$ cat config.mk
export PLATFORM = sky130hd
export DESIGN_NAME = mm_tiled_matmul
export DESIGN_NICKNAME = d
export VERILOG_FILES = /design/src/rtl/mm_pkg.sv /design/src/rtl/mm_tile_end.sv /design/src/rtl/mm_addr.sv /design/src/rtl/mm_mac.sv /design/src/rtl/mm_tiled_matmul.sv
export SDC_FILE = /design/constraint.sdc
export NUM_CORES = 1
export LEC_CHECK = 0
export CAP_MARGIN = 25
export CORE_UTILIZATION = 55
export DETAILED_ROUTE_END_ITERATION = 10
export DONT_BUFFER_PORTS = 1
export GPL_TIMING_DRIVEN = 0
export PLACE_DENSITY = 0.7
export SYNTH_ARGS = -nofsm -noshare
export SYNTH_HDL_FRONTEND = slang
export SYNTH_HIERARCHICAL = 1
export SYNTH_SLANG_ARGS = --single-unit
$ cat constraint.sdc
create_clock -name clk -period 7.3 [get_ports clk]
set_input_delay 0.73 -clock clk [delete_from_list [all_inputs] [get_ports clk]]
set_output_delay 0.73 -clock clk [all_outputs]
set_load 0.01 [all_outputs]
$ cat src/rtl/mm_pkg.sv
`timescale 1ns/1ps
package mm_pkg;
  typedef enum logic [2:0] {
    S_IDLE,
    S_TILE,
    S_INIT,
    S_LOAD,
    S_RD,
    S_MAC,
    S_WR,
    S_DONE
  } seq_st_t;
endpackage

$ cat src/rtl/mm_tile_end.sv
`timescale 1ns/1ps
// Last index of a tile: start + size - 1, clamped to dim - 1.
module mm_tile_end #(
  parameter int DIM_W = 4
) (
  input  logic [DIM_W-1:0] first,
  input  logic [DIM_W-1:0] size,
  input  logic [DIM_W-1:0] dim,
  output logic [DIM_W-1:0] last
);
  logic [DIM_W:0] sum;
  logic [DIM_W:0] lim;

  always_comb begin
    sum  = {1'b0, first} + {1'b0, size} - {{DIM_W{1'b0}}, 1'b1};
    lim  = {1'b0, dim} - {{DIM_W{1'b0}}, 1'b1};
    last = (sum > lim) ? lim[DIM_W-1:0] : sum[DIM_W-1:0];
  end
endmodule

$ cat src/rtl/mm_addr.sv
`timescale 1ns/1ps
// Column-major word address: base + col * rows + row.
module mm_addr #(
  parameter int DIM_W  = 4,
  parameter int ADDR_W = 10
) (
  input  logic [ADDR_W-1:0] base,
  input  logic [DIM_W-1:0]  col,
  input  logic [DIM_W-1:0]  row,
  input  logic [DIM_W-1:0]  rows,
  output logic [ADDR_W-1:0] addr
);
  logic [2*DIM_W-1:0] off;

  always_comb begin
    off  = col * rows;
    addr = base + ADDR_W'(off) + ADDR_W'(row);
  end
endmodule

$ cat src/rtl/mm_mac.sv
`timescale 1ns/1ps
// Signed multiply-accumulate register with load.
module mm_mac #(
  parameter int DATA_W = 8,
  parameter int ACC_W  = 20
) (
  input  logic              clk,
  input  logic              rst_n,
  input  logic              ld_en,
  input  logic [ACC_W-1:0]  ld_val,
  input  logic              mac_en,
  input  logic [DATA_W-1:0] a,
  input  logic [DATA_W-1:0] b,
  output logic [ACC_W-1:0]  acc
);
  logic signed [2*DATA_W-1:0] prod;
  logic signed [ACC_W-1:0]    acc_nx;

  always_comb begin
    prod   = $signed(a) * $signed(b);
    acc_nx = $signed(acc) + ACC_W'(prod);
  end

  always_ff @(posedge clk or negedge rst_n) begin
    if (!rst_n)      acc <= '0;
    else if (ld_en)  acc <= ld_val;
    else if (mac_en) acc <= acc_nx;
  end
endmodule

$ cat src/rtl/mm_tiled_matmul.sv
`timescale 1ns/1ps
module mm_tiled_matmul
  import mm_pkg::*;
#(
  parameter  int DIM_W  = 4,
  parameter  int DATA_W = 8,
  parameter  int ADDR_W = 10,
  localparam int ACC_W  = 2*DATA_W + DIM_W
) (
  input  logic              clk,
  input  logic              rst_n,
  input  logic              start,
  input  logic [DIM_W-1:0]  nr,
  input  logic [DIM_W-1:0]  nc,
  input  logic [DIM_W-1:0]  nq,
  input  logic [DIM_W-1:0]  tile_r,
  input  logic [DIM_W-1:0]  tile_c,
  input  logic [DIM_W-1:0]  tile_q,
  input  logic [ADDR_W-1:0] base_a,
  input  logic [ADDR_W-1:0] base_b,
  input  logic [ADDR_W-1:0] base_d,
  output logic [ADDR_W-1:0] a_addr,
  input  logic [DATA_W-1:0] a_rdata,
  output logic [ADDR_W-1:0] b_addr,
  input  logic [DATA_W-1:0] b_rdata,
  output logic [ADDR_W-1:0] d_raddr,
  input  logic [ACC_W-1:0]  d_rdata,
  output logic              d_we,
  output logic [ADDR_W-1:0] d_waddr,
  output logic [ACC_W-1:0]  d_wdata,
  output logic              busy,
  output logic              done,
  output logic              err
);
  localparam int NDIM = 3;   // 0: rows, 1: columns, 2: inner

  // Reset: asserted asynchronously, released through two flops.
  logic [1:0] rsync;
  logic       rst_i_n;
  always_ff @(posedge clk or negedge rst_n) begin
    if (!rst_n) rsync <= 2'b00;
    else        rsync <= {rsync[0], 1'b1};
  end
  assign rst_i_n = rsync[1];

  seq_st_t st, st_nx;
  logic [NDIM-1:0][DIM_W-1:0] dim_q, tsz_q, ts_q, ts_nx, te;
  logic [ADDR_W-1:0] ba_q, bb_q, bd_q;
  logic [DIM_W-1:0]  c_q, r_q, q_q, c_nx, r_nx, q_nx;
  logic              cfg_ok, cfg_en, err_q, err_nx, ld_en, mac_en;
  logic [ACC_W-1:0]  ld_val;
  logic [ADDR_W-1:0] dst_addr;

  // Tile last indices, one clamp per dimension.
  for (genvar gi = 0; gi < NDIM; gi++) begin : g_end
    mm_tile_end #(.DIM_W(DIM_W)) u_end (
      .first(ts_q[gi]), .size(tsz_q[gi]), .dim(dim_q[gi]), .last(te[gi])
    );
  end

  mm_addr #(.DIM_W(DIM_W), .ADDR_W(ADDR_W)) u_addr_a (
    .base(ba_q), .col(q_q), .row(r_q), .rows(dim_q[0]), .addr(a_addr));
  mm_addr #(.DIM_W(DIM_W), .ADDR_W(ADDR_W)) u_addr_b (
    .base(bb_q), .col(c_q), .row(q_q), .rows(dim_q[2]), .addr(b_addr));
  mm_addr #(.DIM_W(DIM_W), .ADDR_W(ADDR_W)) u_addr_d (
    .base(bd_q), .col(c_q), .row(r_q), .rows(dim_q[0]), .addr(dst_addr));

  assign ld_val = (ts_q[2] == '0) ? '0 : d_rdata;

  mm_mac #(.DATA_W(DATA_W), .ACC_W(ACC_W)) u_mac (
    .clk(clk), .rst_n(rst_i_n), .ld_en(ld_en), .ld_val(ld_val),
    .mac_en(mac_en), .a(a_rdata), .b(b_rdata), .acc(d_wdata));

  assign cfg_ok = (nr != '0) && (nc != '0) && (nq != '0) &&
                  (tile_r != '0) && (tile_c != '0) && (tile_q != '0);
  assign cfg_en = (st == S_IDLE) && start && cfg_ok;

  // Next-state logic.
  always_comb begin
    st_nx  = st;
    ts_nx  = ts_q;
    c_nx   = c_q;
    r_nx   = r_q;
    q_nx   = q_q;
    err_nx = 1'b0;
    ld_en  = 1'b0;
    mac_en = 1'b0;
    unique case (st)
      S_IDLE: if (start) begin
        if (cfg_ok) begin
          ts_nx = '0;
          st_nx = S_TILE;
        end else begin
          err_nx = 1'b1;
        end
      end
      S_TILE: begin
        c_nx  = ts_q[1];
        r_nx  = ts_q[0];
        st_nx = S_INIT;
      end
      S_INIT: begin
        q_nx  = ts_q[2];
        st_nx = S_LOAD;
      end
      S_LOAD: begin
        ld_en = 1'b1;
        st_nx = S_RD;
      end
      S_RD: st_nx = S_MAC;
      S_MAC: begin
        mac_en = 1'b1;
        if (q_q < te[2]) begin
          q_nx  = q_q + 1'b1;
          st_nx = S_RD;
        end else begin
          st_nx = S_WR;
        end
      end
      S_WR: begin
        st_nx = S_INIT;
        if (r_q < te[0]) begin
          r_nx = r_q + 1'b1;
        end else if (c_q < te[1]) begin
          c_nx = c_q + 1'b1;
          r_nx = ts_q[0];
        end else begin
          st_nx = S_TILE;
          if (te[2] != dim_q[2] - 1'b1) begin
            ts_nx[2] = te[2] + 1'b1;
          end else if (te[0] != dim_q[0] - 1'b1) begin
            ts_nx[2] = '0;
            ts_nx[0] = te[0] + 1'b1;
          end else if (te[1] != dim_q[1] - 1'b1) begin
            ts_nx[2] = '0;
            ts_nx[0] = '0;
            ts_nx[1] = te[1] + 1'b1;
          end else begin
            st_nx = S_DONE;
          end
        end
      end
      S_DONE: st_nx = S_IDLE;
      default: st_nx = S_IDLE;
    endcase
  end

  // Registers.
  always_ff @(posedge clk or negedge rst_i_n) begin
    if (!rst_i_n) begin
      st    <= S_IDLE;
      ts_q  <= '0;
      c_q   <= '0;
      r_q   <= '0;
      q_q   <= '0;
      err_q <= 1'b0;
    end else begin
      st    <= st_nx;
      ts_q  <= ts_nx;
      c_q   <= c_nx;
      r_q   <= r_nx;
      q_q   <= q_nx;
      err_q <= err_nx;
    end
  end

  always_ff @(posedge clk or negedge rst_i_n) begin
    if (!rst_i_n) begin
      dim_q <= '0;
      tsz_q <= '0;
      ba_q  <= '0;
      bb_q  <= '0;
      bd_q  <= '0;
    end else if (cfg_en) begin
      dim_q <= {nq, nc, nr};
      tsz_q <= {tile_q, tile_c, tile_r};
      ba_q  <= base_a;
      bb_q  <= base_b;
      bd_q  <= base_d;
    end
  end

  assign d_raddr = dst_addr;
  assign d_waddr = dst_addr;
  assign d_we    = (st == S_WR);
  assign busy    = (st != S_IDLE);
  assign done    = (st == S_DONE);
  assign err     = err_q;
endmodule

; Word-level counts from Yosys, hierarchy flattened
; Cells that the tools add are included.
[classes]
n_addsub = 25
n_mul = 4
order_cmp = 6
n_eq_ne = 22
n_mux = 39
n_reduce_logical = 27
[ops]
columns = cell, n
row1 = two-way mux 12 bit, 5
row2 = two-way mux 20 bit, 3
row3 = two-way mux 4 bit, 12
row4 = adder 10 x 4 -> 10 bit, 3
row5 = adder 10 x 8 -> 10 bit, 3
row6 = "adder 4 x 1 -> 4 bit, second input constant", 6
row7 = multiplier 4 x 4 -> 8 bit, 3
row8 = one-hot mux 12 bit (2 select lines), 1
row9 = one-hot mux 3 bit (8 select lines), 1
row10 = one-hot mux 4 bit (2 select lines), 3
row11 = nonzero test 4 bit, 6
row12 = two-way mux 3 bit, 7
row13 = adder 20 x 16 -> 20 bit, 1
row14 = multiplier 8 x 8 -> 16 bit, 1
row15 = adder 4 x 4 -> 5 bit, 3
row16 = greater-than comparator 5 bit, 3
row17 = "subtractor 4 x 1 -> 5 bit, second input constant", 3
row18 = "subtractor 5 x 1 -> 5 bit, second input constant", 3
row19 = "!= test 2 bit, second input constant", 7
row20 = "== test 3 bit, second input constant", 4
row21 = < comparator 4 bit, 3
row22 = != test 4 bit, 3
row23 = "subtractor 4 x 1 -> 4 bit, second input constant", 3
row24 = two-way mux 8 bit, 1
row25 = 17 further kinds, 35
[word_totals]
register_bits = 104
input_bits = 93

; Logic depth before layout (Yosys ltp)
[logic_depth]
word_depth = 11
depth_mapped = 22
depth_no_buf = 21

; Cells and area by module
; Netlist, hierarchy kept.
[by_module_without_submodules]
columns = mod, instances, cells_each, area_per_inst_um2, seq_area_each_um2
row1 = mm_tiled_matmul, 1, 395, 4554.4, 2102.0
row2 = mm_mac, 1, 459, 4445.5, 500.5
row3 = mm_addr, 3, 92, 805.8, 0.0
row4 = mm_tile_end (g_end[1].u_end), 1, 55, 429.2, 0.0
row5 = mm_tile_end (g_end[2].u_end), 1, 55, 425.4, 0.0
row6 = mm_tile_end (g_end[0].u_end), 1, 55, 424.2, 0.0

; Worst setup path after synthesis
; OpenSTA, ideal clock, no wires.
[synth_path]
path_kind = in2reg
from = in b_rdata[1]
to = reg u_mac.acc[19]
setup_time_ps = 128
arrival_time_ps = 5224
t_required_ps = 7172
slack_ps = 1948
path_stages = 16
path_buffers = 1
cell_sequence = clkbuf_1 and2_1 fa_1 inv_1 fa_1 inv_1 fa_1 fa_1 ha_1 ha_1 a21o_1 a221o_1 a21o_1 a31oi_2 xnor2_1 o21ai_1
[synth_via]
elab_chain_len = 4
[synth_rtl]
columns = element, line_no
row1 = from (decl), mm_tiled_matmul.sv:25  ; input logic [DATA_W-1:0] b_rdata,
row2 = multiplier 8 x 8 -> 16 bit, mm_mac.sv:20  ; prod = $signed(a) * $signed(b);
row3 = adder 20 x 16 -> 20 bit, mm_mac.sv:21  ; acc_nx = $signed(acc) + ACC_W'(prod);
row4 = two-way mux 20 bit, mm_mac.sv:27  ; else if (mac_en) acc <= acc_nx;
row5 = two-way mux 20 bit, mm_mac.sv:26  ; else if (ld_en) acc <= ld_val;
row6 = to (signal assigned), mm_mac.sv:26
row7 = to (signal assigned), mm_mac.sv:27
row8 = to (decl), mm_mac.sv:14  ; output logic [ACC_W-1:0] acc
; No other way between the ends. The select of a mux whose other input is x is not followed.
; A chain may end at the register's enable or synchronous reset.

; Worst setup path in the final report
[layout_path]
from = in b_rdata[1]
to = reg u_mac.acc[17]
; Same word-level chain as after synthesis.

==> results.py <==
metrics = {
    "clock_tree": {
        "postCtsHoldBufs": 0,
        "cts_buffers": 9,
        "clk_latency_ps": 360,
        "cts-root-buf": "clkbuf_16",
        "post_cts.repair.setup_buffers": 0,
        "cts.reportedPaths.clkPinSlew_ps": 80,
        "cts_resized": 0,
        "cts_max_level": 3,
        "clockBufferDepth": 2,
        "tritoncts": "built",
        "cts.sinks": 104,
    },
    "critical_path": {
        "crit_top_cell": "fa_1",
        "crit_chain": "clkbuf_1 -> and2_1 -> fa_1 -> inv_1 -> fa_1 -> inv_1 -> fa_1 -> fa_1 -> ha_1 -> ha_1 -> and4_2 -> nand2_1 -> a211oi_1 -> and3b_1 -> xor2_1 -> o21ai_1",
        "path_buf_inv": 3,
        "worstSetupEndpointType": "flip-flop",
        "cpMaxStageDelayCell": "and2_1",
        "max_stage_delay_ps": 760,
        "cpLargestDelayFamily": "adder cells",
        "cp_max_fo": 12,
        "start_kind": "input pin",
        "worstPathArrival_ps": 5860,
        "worst_ep_required_time_ps": 7530,
        "critPathKind": "input pin to flip-flop",
    },
    "floorplan": {
        "fp.dieArea_um2": 23690,
        "die_y_um": 153.9,
        "rows": 55,
        "core_area_um2": 22640,
        "ios": 157,
        "start_util": 0.5608,
        "die_width_um": 153.9,
    },
    "route": {
        "viasPerCell": 5.507,
        "dr_total_vias": 8794,
        "drt_iter0_drc": 494,
        "wirelength_um": 27370,
        "routedWlPerCell_um": 17.14,
        "drc": 0,
        "dr.pass1.iters": 5,
        "drtAntennaViolNets": 0,
    },
    "sta": {
        "final.min_clock_period_ps": 5624,
        "skew_ps": 7.249,
        "setup_violations": 0,
        "fmax_mhz": 177.8,
        "tightest_slew_ps": 851.1,
        "rsz0062_at_grt": "false",
        "finalCritPeriodShare": 0.7705,
        "hold_viol": 0,
        "slew_viol_final": 0,
        "final.setup.tns_ps": 0,
        "relSlewSlack": 0.4326,
    },
    "min_path": {
        "hold_class": "input pin to asynchronous set/reset pin",
    },
    "global_route": {
        "grt_pass1_vias": 9091,
        "grt_pass1_wl_um": 45700,
        "grt-ovfl-total": 0,
        "grt_use_total": 0.2431,
        "grt_max_degree": 53,
        "antenna_found_initial": 0,
    },
    "yosys": {
        "ys_async_sr_fraction": 1.000,
        "syn_nets": 1669,
        "netlist_area_um2": 12700,
        "ys_seq_area_frac": 0.2050,
        "synthDistinctLibCells": 73,
        "ys_seq_elements": 104,
        "syn_inst": 1295,
        "synth_edf_count": 0,
        "yosysWarningCount": 6,
        "synthFlopType": "dfrtp_1",
        "syn_area_per_cell_um2": 9.804,
    },
    "cells_and_area": {
        "diodes": 0,
        "nNetsFinal": 1681,
        "fill_cells": 1997,
        "layout-drive-gt1-share": 0.1037,
        "area_delta_synth_final_pct": 5.528,
    },
    "power": {
        "leakage_nw": 6.978,
        "power.density_nw_per_um2": 343.7,
        "total_power_mw": 4.605,
        "peakVddDrop_mv": 0.4993,
    },
    "place": {
        "port_buffers": 0,
        "hpwlAfterDp_um": 22510,
        "routabilityCongestion": 0.8898,
    },
    "job": {
        "cap_violations": 0,
    },
    "status": {
        "status": "complete, no violations",
    },
}
==> report_power, final <==
group	internal, mW	switching (mW)	leakage, nW	total, mW
registers	0.622	0.101	1.35	0.723
logic	1.46	1.90	5.48	3.36
clock network	0.275	0.249	0.152	0.524
==> area by class of cell <==
type / instances / area (um2) / area share
clock inverters: 7 / 88.84 / 0.006631
flip-flops and latches: 104 / 2606 / 0.1945
inverters: 262 / 983.4 / 0.07340
repair buffers: 1 / 27.53 / 0.002055
multi-input cells: 898 / 8927 / 0.6663
well taps: 285 / 356.6 / 0.02662
clock buffers: 9 / 225.2 / 0.01681
plain buffers: 31 / 182.7 / 0.01363
==> synth_stat cells, types with 4 or more instances <==
library cell | count | share of area
a22oi_1 | 9 | 0.0053
mux2i_1 | 25 | 0.020
nand3_1 | 15 | 0.0059
inv_1 | 261 | 0.077
nor4_1 | 12 | 0.0059
buf_2 | 5 | 0.0020
and3_1 | 6 | 0.0030
o21ai_1 | 15 | 0.0059
a21oi_2 | 15 | 0.010
xor2_1 | 16 | 0.011
a21o_1 | 18 | 0.011
nand2b_1 | 17 | 0.0084
nor3_1 | 8 | 0.0032
and2_1 | 62 | 0.031
o21ai_0 | 29 | 0.011
buf_4 | 10 | 0.0059
xnor2_1 | 50 | 0.034
nor2b_1 | 23 | 0.011
ha_1 | 148 | 0.15
o21a_1 | 4 | 0.0024
a21oi_1 | 28 | 0.011
nor2_1 | 38 | 0.011
a211oi_1 | 6 | 0.0035
o21bai_1 | 7 | 0.0041
clkbuf_1 | 12 | 0.0035
mux2_2 | 45 | 0.040
mux2_4 | 16 | 0.019
dfrtp_1 | 104 | 0.20
nand2_1 | 85 | 0.025
fa_1 | 133 | 0.21
==> per-layer routing <==
layer	vias to the layer above	global-route usage	wire [um]
met5	-	0	0
met4	0	0.05190	454
met3	28	0.04171	1282
met2	194	0.4089	13190
met1	4373	0.3293	12440
li1	4199	-	-
==> per-stage QoR <==
step | instance area [um2] | worst slack [ps] | hold WS, ps | instances | utilization
finish | 13400 | 1676 | 62.77 | 1597 | 0.5918
global route | 13400 | 1301 | 43.54 | 1597 | 0.5918
CTS | 13400 | 1694 | 47.11 | 1597 | 0.5918
detailed placement | 13080 | 1337 | 342.0 | 1581 | 0.5779
global placement | 13050 | 1374 | 337.6 | 1580 | 0.5765
floorplan | 12700 | 1948 | 331.2 | 1295 | -
==> path summary, 6_finish.rpt <==
kind / start / slack [ps] / endpoint / cells past startpoint
min in group clk: rsync[0]$_DFF_PN0_ / 360 / rsync[1]$_DFF_PN0_ / 0
setup reg to reg: ts_q[5]$_DFFE_PN0P_ / 2370 / c_q[0]$_DFFE_PN0P_ / 20
setup / recovery: b_rdata[1] / 1680 / u_mac/acc[17]$_DFFE_PN0P_ / 16
max in group asynchronous: rsync[1]$_DFF_PN0_ / 6190 / ba_q[9]$_DFFE_PN0P_ / 1
hold reg to reg: rsync[0]$_DFF_PN0_ / 360 / rsync[1]$_DFF_PN0_ / 0
hold / removal: rst_n / 60 / rsync[1]$_DFF_PN0_ / 0
==> kinds of logic (layout without fill, tap and decap cells) <==
family | Yosys count | after routing | share of synthesized area
xor+xnor | 70 | 70 | 0.05213
buf+inv | 293 | 310 | 0.09185
fa+ha+maj | 281 | 281 | 0.3556
compound gates | 172 | 172 | 0.09885
simple gates | 288 | 288 | 0.1178
flops | 104 | 104 | 0.2050
other cells | 1 | 1 | 0.0002954
mux | 86 | 86 | 0.07855
==> registers in the layout, indices dropped and copies added (netlist names) <==
signal     count
r_q            4
bd_q          10
c_q            4
err            1
tsz_q         12
bb_q          10
st             3
dim_q         12
ts_q          12
rsync          2
u_mac/acc     20
ba_q          10
q_q            4
==> cell usage in the layout (no fill, tap or decap), drive strengths merged, types with 9 or more instances in the layout <==
master / instances
buf: 20
ha: 148
xor2: 16
a21o: 19
a22oi: 9
fa: 133
nand2b: 17
mux2: 61
mux2i: 25
and2: 63
nor3: 10
clkbuf: 21
nor2: 38
inv: 264
nand2: 85
o21ai: 47
a21oi: 43
nor4: 12
nand3: 15
nor2b: 23
xnor2: 51
dfrtp: 104
Note: power is estimated with default switching activity, not from simulation.
